[config.mk]
export PLATFORM = sky130hd
export DESIGN_NAME = smb_alert_responder
export DESIGN_NICKNAME = d
export VERILOG_FILES = /design/src/rtl/smb_alert_pkg.sv /design/src/rtl/smb_alert_busmon.sv /design/src/rtl/smb_alert_flag.sv /design/src/rtl/smb_alert_arb.sv /design/src/rtl/smb_alert_responder.sv
export SDC_FILE = /design/constraint.sdc
export NUM_CORES = 1
export LEC_CHECK = 0
export ABC_CLOCK_PERIOD_IN_PS = 2800
export BUFFER_PORTS_ARGS = -buffer_cell sky130_fd_sc_hd__buf_2
export CELL_PAD_IN_SITES_DETAIL_PLACEMENT = 1
export CELL_PAD_IN_SITES_GLOBAL_PLACEMENT = 1
export CORE_ASPECT_RATIO = 1.2
export CORE_MARGIN = 4
export CORE_UTILIZATION = 40
export CTS_CLUSTER_SIZE = 16
export DETAILED_ROUTE_END_ITERATION = 10
export HOLD_SLACK_MARGIN = 0.06
export PLACE_DENSITY = 0.74
export SYNTH_ARGS = -nofsm -noshare
export SYNTH_HDL_FRONTEND = slang
export SYNTH_SLANG_ARGS = --single-unit
[constraint.sdc]
create_clock -name clk_i -period 2.8 [get_ports clk_i]
set_input_delay 0.14 -clock clk_i [delete_from_list [all_inputs] [get_ports clk_i]]
set_output_delay 0.14 -clock clk_i [all_outputs]
set_load 0.01 [all_outputs]
[src/rtl/smb_alert_pkg.sv]
package smb_alert_pkg;
  typedef enum logic [2:0] {
    ST_IDLE,
    ST_ADDR,
    ST_ACK_SET,
    ST_ACK_HOLD,
    ST_SEND,
    ST_MACK,
    ST_DONE,
    ST_WAIT
  } resp_state_e;
endpackage

[src/rtl/smb_alert_busmon.sv]
module smb_alert_busmon (
  input  logic clk_i,
  input  logic rst_ni,
  input  logic scl_i,
  input  logic sda_i,
  output logic scl_rise_o,
  output logic scl_fall_o,
  output logic start_o,
  output logic stop_o
);
  logic scl_q, sda_q;

  always_ff @(posedge clk_i or negedge rst_ni) begin
    if (!rst_ni) begin
      scl_q <= 1'b1;
      sda_q <= 1'b1;
    end else begin
      scl_q <= scl_i;
      sda_q <= sda_i;
    end
  end

  assign scl_rise_o = scl_i & ~scl_q;
  assign scl_fall_o = ~scl_i & scl_q;
  // data edges while clock stays high mark bus conditions
  assign start_o    = scl_i & scl_q & sda_q & ~sda_i;
  assign stop_o     = scl_i & scl_q & ~sda_q & sda_i;
endmodule

[src/rtl/smb_alert_flag.sv]
module smb_alert_flag (
  input  logic clk_i,
  input  logic rst_ni,
  input  logic event_i,
  input  logic done_i,
  output logic alert_o,
  output logic serviced_o
);
  logic alert_q, held_q, serv_q;

  always_ff @(posedge clk_i or negedge rst_ni) begin
    if (!rst_ni) begin
      alert_q <= 1'b0;
      held_q  <= 1'b0;
      serv_q  <= 1'b0;
    end else begin
      serv_q <= done_i;
      if (done_i) begin
        alert_q <= 1'b0;
        held_q  <= held_q | event_i;
      end else if (!alert_q) begin
        if (event_i || held_q) alert_q <= 1'b1;
        held_q <= 1'b0;
      end else if (event_i) begin
        held_q <= 1'b1;
      end
    end
  end

  assign alert_o    = alert_q;
  assign serviced_o = serv_q;
endmodule

[src/rtl/smb_alert_arb.sv]
module smb_alert_arb #(
  parameter int          ADDR_W   = 7,
  parameter logic [6:0]  OWN_ADDR = 7'h2A,
  parameter logic [6:0]  ARA_ADDR = 7'h0C
) (
  input  logic clk_i,
  input  logic rst_ni,
  input  logic sda_i,
  input  logic scl_rise_i,
  input  logic scl_fall_i,
  input  logic start_i,
  input  logic stop_i,
  input  logic pending_i,
  output logic sda_pull_o,
  output logic done_o
);
  import smb_alert_pkg::*;

  localparam int BYTE_W = ADDR_W + 1;
  localparam int CNT_W  = $clog2(BYTE_W + 1);
  localparam logic [BYTE_W-1:0] RX_MATCH = {ARA_ADDR[ADDR_W-1:0], 1'b1};
  localparam logic [BYTE_W-1:0] TX_BYTE  = {OWN_ADDR[ADDR_W-1:0], 1'b1};
  localparam logic [CNT_W-1:0]  LAST_RX  = CNT_W'(BYTE_W - 1);
  localparam logic [CNT_W-1:0]  ALL_TX   = CNT_W'(BYTE_W);

  resp_state_e       state_q;
  logic [CNT_W-1:0]  cnt_q;
  logic [BYTE_W-2:0] rx_q;
  logic [BYTE_W-1:0] tx_q;
  logic              pull_q;

  always_ff @(posedge clk_i or negedge rst_ni) begin
    if (!rst_ni) begin
      state_q <= ST_IDLE;
      cnt_q   <= '0;
      rx_q    <= '0;
      tx_q    <= '0;
      pull_q  <= 1'b0;
    end else if (start_i) begin
      state_q <= ST_ADDR;
      cnt_q   <= '0;
      pull_q  <= 1'b0;
    end else if (stop_i) begin
      state_q <= ST_IDLE;
      pull_q  <= 1'b0;
    end else begin
      unique case (state_q)
        ST_ADDR: if (scl_rise_i) begin
          rx_q <= {rx_q[BYTE_W-3:0], sda_i};
          if (cnt_q == LAST_RX) begin
            cnt_q <= '0;
            if ({rx_q, sda_i} == RX_MATCH && pending_i) state_q <= ST_ACK_SET;
            else                                          state_q <= ST_WAIT;
          end else begin
            cnt_q <= cnt_q + 1'b1;
          end
        end
        ST_ACK_SET: if (scl_fall_i) begin
          pull_q  <= 1'b1;
          state_q <= ST_ACK_HOLD;
        end
        ST_ACK_HOLD: if (scl_fall_i) begin
          pull_q  <= ~TX_BYTE[BYTE_W-1];
          tx_q    <= TX_BYTE << 1;
          cnt_q   <= '0;
          state_q <= ST_SEND;
        end
        ST_SEND: begin
          if (scl_rise_i) begin
            // released bit pulled low by a lower address: back off
            if (!pull_q && !sda_i) state_q <= ST_WAIT;
            else                   cnt_q   <= cnt_q + 1'b1;
          end else if (scl_fall_i) begin
            if (cnt_q == ALL_TX) begin
              pull_q  <= 1'b0;
              state_q <= ST_MACK;
            end else begin
              pull_q <= ~tx_q[BYTE_W-1];
              tx_q   <= tx_q << 1;
            end
          end
        end
        ST_MACK: if (scl_rise_i) state_q <= sda_i ? ST_DONE : ST_WAIT;
        default: ;
      endcase
      if (state_q == ST_SEND && scl_rise_i && !pull_q && !sda_i) pull_q <= 1'b0;
    end
  end

  assign sda_pull_o = pull_q;
  assign done_o     = stop_i && (state_q == ST_DONE);
endmodule

[src/rtl/smb_alert_responder.sv]
module smb_alert_responder #(
  parameter int          ADDR_W   = 7,
  parameter logic [6:0]  OWN_ADDR = 7'h2A,
  parameter logic [6:0]  ARA_ADDR = 7'h0C
) (
  input  logic clk_i,
  input  logic rst_ni,
  input  logic scl_i,
  input  logic sda_i,
  input  logic event_i,
  output logic alert_pull_o,
  output logic sda_pull_o,
  output logic serviced_o
);
  logic scl_rise, scl_fall, bus_start, bus_stop, done;

  smb_alert_busmon u_busmon (
    .clk_i      (clk_i),
    .rst_ni     (rst_ni),
    .scl_i      (scl_i),
    .sda_i      (sda_i),
    .scl_rise_o (scl_rise),
    .scl_fall_o (scl_fall),
    .start_o    (bus_start),
    .stop_o     (bus_stop)
  );

  smb_alert_flag u_flag (
    .clk_i      (clk_i),
    .rst_ni     (rst_ni),
    .event_i    (event_i),
    .done_i     (done),
    .alert_o    (alert_pull_o),
    .serviced_o (serviced_o)
  );

  smb_alert_arb #(
    .ADDR_W   (ADDR_W),
    .OWN_ADDR (OWN_ADDR),
    .ARA_ADDR (ARA_ADDR)
  ) u_arb (
    .clk_i      (clk_i),
    .rst_ni     (rst_ni),
    .sda_i      (sda_i),
    .scl_rise_i (scl_rise),
    .scl_fall_i (scl_fall),
    .start_i    (bus_start),
    .stop_i     (bus_stop),
    .pending_i  (alert_pull_o),
    .sda_pull_o (sda_pull_o),
    .done_o     (done)
  );
endmodule

Yosys cells after proc, flatten, opt, wreduce, memory -nomap -nowiden --
Index checks and enable logic that the tools add are counted.
Cells by class: equal/unequal tests 30, reductions and logical operators 19, bitwise gates (word level) 15, add/sub/neg operators 1, mux-type cells 41
Operators with widths (count):
- $mux W3 | 12
- $mux W8 | 4
- $mux W4 | 7
- $pmux W8 S2 | 1
- $pmux W3 S5 | 1
- $mux W1 | 14
- $ne A4 B2 Y1 const B | 3
- $pmux W4 S3 | 1
- $ne A2 B2 Y1 const B | 5
- $ne A5 B5 Y1 const B | 2
- $eq A3 B3 Y1 const B | 3
- $ne A3 B2 Y1 const B | 3
- $reduce_and A9 Y1 | 1
- $eq A8 B5 Y1 const B | 1
- $ne A4 B3 Y1 const B | 2
- $reduce_and A4 Y1 | 2
- $and A1 B1 Y1 | 7
- $not A1 Y1 | 7
- $reduce_and A7 Y1 | 1
- $reduce_bool A7 Y1 | 1
- $eq A3 B2 Y1 const B | 2
- $logic_and A1 B1 Y1 | 6
- $ne A3 B3 Y1 const B | 2
- $reduce_and A6 Y1 | 1
- 16 further kinds | 17
Storage, ports and cells: input port bits 5, bits in registers 28, output and inout bits 3, word-level logic and storage cells 116

Logic depth before layout (Yosys ltp) --
Gate-level depths: netlist of the first run.
depth in word-level cells 8, mapped depth 8, gate-level depth less buffers 8

Modules after synthesis --
A second synthesis of the first run with hierarchy kept.
Second synthesis, totals: cells, all modules 138, area, all modules 1492.7 um^2
By module, submodules not included:
- smb_alert_arb | area an instance 1313.8 um^2, cells an instance 126, seq. area each 550.5 um^2, times used 1
- smb_alert_flag | area an instance 93.8 um^2, cells an instance 6, seq. area each 75.1 um^2, times used 1
- smb_alert_busmon | area an instance 85.1 um^2, cells an instance 6, seq. area each 52.6 um^2, times used 1

Least setup slack after synthesis of the first run --
OpenSTA, ideal clock, no wires.
path type reg-to-reg, start point reg u_arb.cnt_q[0], end point reg u_arb.state_q[0], library setup time 0.120 ns, clock period less this slack 1.565 ns, data required time 2.680 ns, arrival time 1.444 ns, cell stages (with the launch flop) 9, path buffers 0, setup slack 1.235 ns, cell sequence dfrtp_1 > inv_1 > ha_1 > nand2_1 > nor2_1 > a21oi_1 > o2111ai_4 > a22oi_1 > o211a_1
On the way: cells in the longest elaborated chain, start to end 3, elaborated cells on any way between the ends 5, classes of those cells eq/ne: 4; reduce/logical: 1
RTL lines:
- start: declaration | RTL line smb_alert_arb.sv:27 | logic [CNT_W-1:0] cnt_q;
- start signal: assignment | RTL line smb_alert_arb.sv:55 | cnt_q <= cnt_q + 1'b1;
- start signal: assignment | RTL line smb_alert_arb.sv:72 | else cnt_q <= cnt_q + 1'b1;
- $eq A4 B4 Y1 / $eq A4 B3 Y1 (equally long branches) | RTL line smb_alert_arb.sv:74, smb_alert_arb.sv:50
- $ne A5 B2 Y1 (no line) / $ne A4 B2 Y1 (equally long branches)
- $reduce_and A9 Y1 (no line) *
- end signal: assignment | RTL line smb_alert_arb.sv:83 | ST_MACK: if (scl_rise_i) state_q <= sda_i ? ST_DONE : ST_WAIT;
- end: declaration | RTL line smb_alert_arb.sv:26 | resp_state_e state_q;
Mark *: on every way between the ends. The rest lies on a longest branch, timed or not. A chain may end at the register's enable or synchronous reset.

Worst setup path after layout of the first run --
start point reg u_busmon.scl_q, end point reg u_arb.state_q[0]
On the way: cells in the longest elaborated chain, start to end 6, elaborated cells on any way between the ends 22, classes of those cells eq/ne: 8; mux: 4; bitwise: 8; reduce/logical: 2
RTL lines:
- start: declaration | RTL line smb_alert_busmon.sv:11 | logic scl_q, sda_q;
- start signal: assignment | RTL line smb_alert_busmon.sv:18 | scl_q <= scl_i;
- parallel branches: the longest is 6 deep, another holds $reduce_and A9 Y1
Several ways; the timed one is not identified.

==> reports/qor.yml, run 1 <==
status:
  status: "finished, final reports clean"
global_route:
  grt.overflow.total: 0
  antenna_found_initial: 0
  grt_pass1_vias: 1109
  grtUsageTotal_pct: 14.7
  grt_pass1_wl_um: 5310
  grt_max_degree: 28
setup_path:
  startpoint_type: "flip-flop"
  criticalPathCategory: "reg2reg"
  worstPathMaxFanout: 8
  crit_buf_inv: 0
  cpLargestDelayFamily: "compound AO/OA/AOI/OAI gates"
  cp.required_ns: 2.97
  cp.arrival_ns: 2.05
  endpoint_kind: "flip-flop"
  path_cells: "nor2b_1 > a21oi_1 > o2111ai_4 > a22oi_1 > o211a_1"
  slowest_stage: "dfstp_2"
  cp_slowest_stage_delay_ns: 0.56
clocking:
  clockRootBuffer: "clkbuf_8"
  clock-sinks: 27
  clockBufferDepth: 2
  cts_setup_buffers: 0
  cts_max_level: 1
  cts.reportedPaths.clkPinSlew_ns: 0.10
  numCtsBuffers: 3
  clk_latency_ns: 0.28
  cts_tree: "done"
detailed_routing:
  drcViolationCount: 0
  drt_first_pass_iters: 4
  routedWlPerCell_um: 15.9
  num_vias: 1016
  first_iter_violations: 31
  ant_nets: 0
  wl_um: 2860
  via_per_inst: 5.64
final_layout:
  num_antenna_cells: 0
  final_cell_area_sq_um: 1570
  fin_nets: 151
  layout-drive-gt1-share_pct: 20.3
  layout_common_cells: "dfrtp_1 (25), nand2_1 (12), nor2_1 (11)"
  area_growth_pct: 9.34
  final_common_cell: "dfrtp_1"
  utilization_pct: 46.1
  final_cells: 180
synthesis:
  synth_area_sq_um: 1430
  ys_seq_area_share_pct: 47.3
  synth_flop_cell: "dfrtp_1"
  synth_top_area_share_pct: 43.7
  synth-edff-count: 0
  syn_area_per_cell_sq_um: 10.8
  synthCells: 133
  synth.area.top_cells: "dfrtp_1 (44%), mux2_2 (5.5%), dfstp_2 (3.7%)"
  yosysWarnings: 0
  async_reset_ff_share_pct: 100
  synth-seq-cells: 27
  yosysTopAreaCell: "dfrtp_1"
  syn_nets: 140
  synth_cell_types: 44
sta:
  period_share_pct: 66.9
  fin_worst_skew_ns: 0.00553
  rsz0062_at_grt: "false"
  min_period_ns: 1.87
  fmax_ghz: 0.534
  timing.hold.ws_ns: 0.114
  slew_headroom_pct: 60.0
  timing.final.setup_violations: 0
  hold_violations: 0
  fin_tns_setup_ns: 0
  tightest_slew_ns: 0.601
  worst_slack_ns: 0.926
  maxSlewViolCount: 0
floorplanning:
  pin_count: 8
  rows: 23
  die_y_um: 73.6
  start_util_pct: 42.2
  dieArea_sq_um: 4610
  core_sq_um: 3400
  die_w_um: 62.6
placement:
  postPlaceCellArea_sq_um: 1490
  dpl.cell_count: 173
  gp_congestion: 0.771
  dp_hpwl_um: 2160
  portBuffers: 7
  pre_cts_slack_ns: 0.945
flow_run:
  cap_violations: 0
power:
  intPower_uw: 773
  p_comb_share_pct: 29.8
  switching_share_pct: 34.9
  irDropWorstVdd_mv: 0.291
  p_per_area_nw_per_um2: 758
  leakagePower_nw: 0.689
  p_clk_share_pct: 19.0
  p_total_mw: 1.19
  p_seq_share_pct: 51.2
  switching_power_uw: 414
worst_hold_path:
  hp-class: "in2reg"
what timing repair did:
item / in CTS / in global routing
hold endpoints to repair: 27 / 0
setup endpoints to repair: 0 / 0
hold buffers: 3 / 0
gates resized for setup: 0 / 0
power groups by stage:
stage / clock network (mW) / registers [mW] / logic [mW]
CTS: 0.231 / 0.610 / 0.360
global route: 0.255 / 0.628 / 0.410
finish: 0.226 / 0.607 / 0.354
floorplan: 0 / 0.559 / 0.324
global placement: 0 / 0.608 / 0.338
detailed placement: 0 / 0.617 / 0.356
worst paths after layout:
path	start	endpoint	slack [ns]	depth (start not counted)
worst max-delay path	u_busmon.scl_q$_DFF_PN1_	u_arb.state_q[0]$_DFFE_PN0P_	0.93	5
worst min-delay path	event_i	u_flag.held_q$_DFFE_PN0P_	0.11	2
worst max register to register	u_busmon.scl_q$_DFF_PN1_	u_arb.state_q[0]$_DFFE_PN0P_	0.93	5
worst min register to register	u_arb.tx_q[1]$_DFFE_PN0P_	u_arb.tx_q[2]$_DFFE_PN0P_	0.50	1
max in group asynchronous	rst_ni	u_arb.rx_q[2]$_DFFE_PN0P_	2.00	2
min in group asynchronous	rst_ni	u_arb.tx_q[6]$_DFFE_PN0P_	0.40	2
routing by layer:
metal	up-vias	track usage (%)	wire (um)
li1	494	-	-
met1	510	17.3	1210
met2	8	27.6	1560
met3	4	1.83	51
met4	0	5.15	38
met5	-	0	0
registers in the layout, summed over array words and instances, names as in the netlist, 3 cells and up:
name           count
u_arb.rx_q         7
u_arb.state_q      3
u_arb.cnt_q        4
u_arb.tx_q         7
synthesized netlist by cell type, types with 2 or more instances:
cell type,count
a21o_1,3
o21ai_0,3
o21ai_1,2
and3_1,3
mux2_2,7
mux2i_1,2
nand2b_1,5
dfstp_2,2
dfrtp_1,25
o22a_1,4
ha_1,2
inv_1,4
nor2_1,11
nand3_1,4
nand2_1,12
buf_2,3
a22o_1,3
a21oi_1,6
nor3_1,2
nor2b_1,6
final cells by class:
type | instances | area (sq um)
flip-flops and latches | 27 | 678
inverters | 4 | 15.0
clock inverters | 1 | 7.51
fillers | 386 | 1830
well taps | 37 | 46.3
clock buffers | 3 | 41.3
multi-input cells | 98 | 713
repair buffers | 10 | 65.1
cells by family (layout without fill, tap and decap cells):
| logic type | count (synthesis) | count (layout) | synth area share, % |
|---|---|---|---|
| flip-flops | 27 | 27 | 47.3 |
| AO/OA/AOI/OAI | 34 | 34 | 20.0 |
| buffers and inverters | 8 | 18 | 2.88 |
| multiplexers | 9 | 9 | 6.90 |
| AND/OR/NAND/NOR | 53 | 53 | 21.1 |
| adder cells (fa/ha/maj) | 2 | 2 | 1.75 |
Note: power is estimated with default switching activity, not from simulation.
==> run 2: changes to the inputs <==
Settings changed: ABC_AREA from default to 1, ABC_CLOCK_PERIOD_IN_PS 2800 to 1700, PLACE_DENSITY 0.74 to 0.81.
Clock period 2.8 ns to 1.7 ns, I/O delays scaled along.
==> run 2 against run 1 <==
Effect of this change: fmax grew 17%; combinational power rose to 5.1 times the previous value; wire length increased by 40%; power rose to 2.8 times the previous value; clock-buffer cell count is 1 higher; synthesized cell count up 62%; critical path type unchanged; largest cell class unchanged.
==> reports/qor.yml, run 2 <==
status:
  status: "finished, final reports clean"
synthesis:
  synth-compound-area-share_pct: 8.40
  ys_seq_area_share_pct: 41.8
  synth_area_sq_um: 1620
  synth-seq-cells: 27
  synthSimpleGateAreaFrac_pct: 39.2
  synthXorXnorAreaFrac_pct: 0
  synth_fa_ha_area_share_pct: 1.54
  synthCells: 216
  yosysTopAreaCell: "dfrtp_1"
  synth_top_area_share_pct: 38.5
  async_reset_ff_share_pct: 100
  syn_nets: 223
  synth_flop_cell: "dfrtp_1"
  syn_area_per_cell_sq_um: 7.52
  synth.most_common_cell: "nand2_1"
  synth_commonest_cells: "nand2_1 (67), nor2_1 (28), dfrtp_1 (25)"
  yosys-mux-area-fraction_pct: 0.693
  yosysWarnings: 0
  synth-edff-count: 0
  synth_cell_types: 25
  synth_top_family_by_area: "simple AND/OR/NAND/NOR gates"
  synth.area.top_cells: "dfrtp_1 (39%), nand2_1 (15%), nor2_1 (6.5%)"
clocking:
  cts.reportedPaths.clkPinSlew_ns: 0.09
  clock-sinks: 27
  cts_max_level: 1
  clockBufferDepth: 2
  clockRootBuffer: "clkbuf_8"
  numCtsBuffers: 3
  clk_latency_ns: 0.27
  cts_tree: "done"
sta:
  period_share_pct: 93.9
  min_period_ns: 1.60
  fin_tns_setup_ns: 0
  maxSlewViolCount: 0
  tightest_slew_ns: 0.621
  fmax_ghz: 0.626
  hold_violations: 0
  timing.final.setup_violations: 0
  fin_worst_skew_ns: 0.00269
  slew_headroom_pct: 58.6
  worst_slack_ns: 0.103
setup_path:
  endpoint_kind: "flip-flop"
  criticalPathCategory: "reg2reg"
  cp.arrival_ns: 1.77
  startpoint_type: "flip-flop"
  cp.required_ns: 1.87
  worstPathMaxFanout: 8
  worst_r2r_path_depth: 7
placement:
  postPlaceCellArea_sq_um: 1760
  pre_cts_slack_ns: 0.0817
  portBuffers: 7
  dp_hpwl_um: 2900
  gp_congestion: 0.780
global_route:
  grt_pass1_vias: 1487
  antenna_found_initial: 0
  grt_pass1_wl_um: 6680
  grtUsageTotal_pct: 16.5
  grt_max_degree: 28
  grt.overflow.total: 0
power:
  p_per_area_nw_per_um2: 1720
  intPower_mw: 1.75
  switching_share_pct: 46.8
  switching_power_mw: 1.54
  p_clk_share_pct: 11.4
  irDropWorstVdd_mv: 0.592
  p_seq_share_pct: 33.2
  p_comb_share_pct: 55.3
  leakagePower_nw: 0.999
  p_total_mw: 3.29
detailed_routing:
  wl_um: 4020
  ant_nets: 0
  drcViolationCount: 0
  num_vias: 1431
  via_per_inst: 4.87
  first_iter_violations: 40
  routedWlPerCell_um: 13.7
  drt_first_pass_iters: 4
final_layout:
  final_common_cell: "nand2_1"
  area_growth_pct: 17.6
  final_cell_area_sq_um: 1910
  reg_top3: "u_arb.rx_q x7, u_arb.tx_q x7, u_arb.cnt_q x4"
  num_antenna_cells: 0
  utilization_pct: 48.5
  fin_nets: 248
  layout_common_cells: "nand2_1 (66), nor2_1 (26), dfrtp_1 (25)"
  layout-drive-gt1-share_pct: 25.8
flow_run:
  cap_violations: 0
floorplanning:
  dieArea_sq_um: 5150
  core_sq_um: 3940
  pin_count: 8
  die_y_um: 77.8
  rows: 25
  die_w_um: 66.2
  start_util_pct: 41.2
worst_hold_path:
  hp-class: "in2reg"
  hold_depth: 3
run 2: final cells by class:
cell class	count	area, sq um
Fill cell	519	2030
Multi-Input combinational cell	160	847
Sequential cell	27	678
Timing Repair Buffer	23	175
Inverter	26	97.6
Tap cell	54	67.6
Clock buffer	4	45.0
run 2: power by group through the flow:
stage                     clock [mW]  sequential (mW)  combinational [mW]
after floorplan                    0             1.05                1.33
after global placement             0             1.09                1.63
final                          0.376             1.09                1.82
after detailed placement           0             1.10                1.68
after global routing           0.425             1.12                2.11
after CTS                      0.387             1.09                1.70
run 2: metal layers:
layer	global-route usage, %	routed length [um]	up-vias
li1	-	-	727
met1	19.5	1690	686
met2	29.5	2190	12
met3	2.17	69	6
met4	6.10	61	0
met5	0	0	-
run 2: worst max-delay path, stage by stage (launching register included):
cell and delay [ns]:
dfrtp_1 0.44, inv_2 0.14, nand2_2 0.10, nor2_4 0.24, buf_4 0.18, buf_4 0.14, o211ai_1 0.09, and3_1 0.17
run 2: cells by family after synthesis:
logic type,count (synthesis)
adder cells (fa/ha/maj),2
multiplexers,1
AND/OR/NAND/NOR,135
AO/OA/AOI/OAI,21
buffers and inverters,30
flip-flops,27
run 2: what timing repair did:
| item | 4_1_cts | 5_1_grt |
|---|---|---|
| resized for setup | 0 | 7 |
| buffers inserted | 0 | 4 |
| hold endpoints to repair | 27 | 0 |
| hold buffers | 3 | 0 |
| endpoints found under the setup margin | 0 | 18 |
run 2: metrics by stage:
stage          instances  hold slack (ns)
2_1_floorplan        216           -0.211
5_1_grt              294           0.0738
3_5_place_dp         282            0.147
4_1_cts              289           0.0650
6_report             294           0.0614
3_3_place_gp         282            0.139
run 2: worst paths after layout:
path / from / to / slack [ns]
min reg2reg: u_arb.tx_q[5]$_DFFE_PN0P_ / u_arb.tx_q[5]$_DFFE_PN0P_ / 0.50
min in group asynchronous: rst_ni / u_flag.alert_o$_DFF_PN0_ / 0.35
max: u_arb.state_q[1]$_DFFE_PN0P_ / u_arb.sda_pull_o$_DFFE_PN0P_ / 0.10
max reg2reg: u_arb.state_q[1]$_DFFE_PN0P_ / u_arb.sda_pull_o$_DFFE_PN0P_ / 0.10
min: event_i / u_flag.alert_o$_DFF_PN0_ / 0.06
max in group asynchronous: rst_ni / u_arb.tx_q[7]$_DFFE_PN0P_ / 0.95
==> run 3: changes to the inputs <==
Settings changed: CORE_MARGIN 4 to 2.
==> run 3 against run 2 <==
Effect of this change: clock skew is 0.0031 ns higher; setup slack better by 0.063 ns; largest cell class unchanged; critical path type unchanged; die area is 11% lower; wire length is 3.9% lower; highest routed layer unchanged.
==> reports/qor.yml, run 3 (synthesis results as in run 2) <==
final_layout:
  area_growth_pct: 15.8
  final_cell_area_sq_um: 1880
  final_cells: 293
  layout-drive-gt1-share_pct: 23.8
  reg_top3: "u_arb.rx_q x7, u_arb.tx_q x7, u_arb.cnt_q x4"
  layout_common_cells: "nand2_1 (67), nor2_1 (28), dfrtp_1 (25)"
  num_antenna_cells: 0
  final_common_cell: "nand2_1"
  fin_nets: 247
clocking:
  clock-sinks: 27
  clockRootBuffer: "clkbuf_8"
  numCtsBuffers: 3
  cts.reportedPaths.clkPinSlew_ns: 0.10
  clockBufferDepth: 2
  clk_latency_ns: 0.29
  cts_max_level: 1
  cts_tree: "done"
detailed_routing:
  drcViolationCount: 0
  routedWlPerCell_um: 13.2
  via_per_inst: 4.84
  num_vias: 1417
  ant_nets: 0
  first_iter_violations: 31
  wl_um: 3860
  drt_first_pass_iters: 4
setup_path:
  worstPathMaxFanout: 6
  criticalPathCategory: "reg2reg"
  cp.arrival_ns: 1.72
  cp.required_ns: 1.88
  startpoint_type: "flip-flop"
  endpoint_kind: "flip-flop"
sta:
  maxSlewViolCount: 0
  min_period_ns: 1.53
  fin_tns_setup_ns: 0
  fmax_ghz: 0.652
  rsz0062_at_grt: "false"
  worst_slack_ns: 0.166
  period_share_pct: 90.2
  slew_headroom_pct: 58.1
  fin_worst_skew_ns: 0.00582
  tightest_slew_ns: 0.628
  hold_violations: 0
  timing.final.setup_violations: 0
placement:
  gp_congestion: 0.893
  postPlaceCellArea_sq_um: 1760
  dp_hpwl_um: 2900
  dpl.cell_count: 283
  pre_cts_slack_ns: 0.0873
  portBuffers: 7
floorplanning:
  dieArea_sq_um: 4590
  core_sq_um: 3910
  rows: 25
  pin_count: 8
  die_w_um: 62.2
  start_util_pct: 41.5
  die_y_um: 73.8
power:
  p_total_mw: 3.25
  irDropWorstVdd_mv: 0.762
  p_clk_share_pct: 11.9
  p_seq_share_pct: 33.1
  leakagePower_nw: 0.992
  p_comb_share_pct: 55.0
  switching_share_pct: 46.0
  intPower_mw: 1.76
  switching_power_mw: 1.50
  p_per_area_nw_per_um2: 1730
global_route:
  grt-busiest-layer: "met2"
  use_met1_pct: 21.7
  grt_max_degree: 28
  grt_pass1_wl_um: 6830
  grtUsageTotal_pct: 19.1
  grt_pass1_vias: 1518
  met3_usage_pct: 1.38
  grt.overflow.total: 0
  grt_util_met2_pct: 37.0
  antenna_found_initial: 0
status:
  status: "finished, final reports clean"
flow_run:
  cap_violations: 0
worst_hold_path:
  hp-class: "in2async"
run 3: worst paths after layout:
path	start	endpoint	slack (ns)	cells past startpoint
hold / removal	rst_ni	u_flag.serviced_o$_DFF_PN0_	0.35	2
setup reg to reg	u_busmon.scl_q$_DFF_PN1_	u_arb.tx_q[5]$_DFFE_PN0P_	0.17	6
max in group asynchronous	rst_ni	u_arb.cnt_q[3]$_DFFE_PN0P_	0.94	2
hold reg to reg	u_arb.tx_q[6]$_DFFE_PN0P_	u_arb.tx_q[6]$_DFFE_PN0P_	0.50	2
setup / recovery	u_busmon.scl_q$_DFF_PN1_	u_arb.tx_q[5]$_DFFE_PN0P_	0.17	6
min in group clk_i	sda_i	u_busmon.sda_q$_DFF_PN1_	0.47	2
run 3: timing repair:
| action | 4_1_cts | 5_1_grt |
|---|---|---|
| endpoints found under the hold margin | 28 | 0 |
| hold buffers | 4 | 0 |
| setup buffers | 0 | 2 |
| resized for setup | 0 | 3 |
| setup endpoints to repair | 0 | 11 |
run 3: power groups by stage:
| stage | sequential [mW] | clock (mW) | combinational (mW) |
|---|---|---|---|
| after floorplan | 1.05 | 0 | 1.33 |
| after global placement | 1.08 | 0 | 1.64 |
| after detailed placement | 1.09 | 0 | 1.69 |
| after CTS | 1.08 | 0.401 | 1.71 |
| after global routing | 1.12 | 0.419 | 2.05 |
| final | 1.08 | 0.388 | 1.79 |
run 3: worst max-delay path: stages (launching register included):
cell and delay, ns:
dfstp_2 0.57, nand2_1 0.17, o21ai_1 0.27, nand4_4 0.14, buf_4 0.18, nand2_2 0.05, o21ai_2 0.05
run 3: per-stage QoR:
step,util [%],hold slack (ns)
after global placement,45.1,0.136
after floorplan,-,-0.211
final,48.1,0.348
after detailed placement,45.1,0.148
after CTS,47.3,0.370
after global routing,48.1,0.422
run 3: per-layer routing:
layer  part of all wire (%)  routed length (um)  vias up
li1                       -                   -      723
met3                    1.5                  59        5
met1                     43                1670      676
met5                      0                   0        -
met4                    2.0                  77        0
met2                     53                2050       13
run 3: area by class of cell:
type	instances	area, sq um
repair buffers	23	178
inverters	26	97.6
well taps	54	67.6
multi-input cells	159	815
fillers	501	2030
clock buffers	4	45.0
flip-flops and latches	27	678
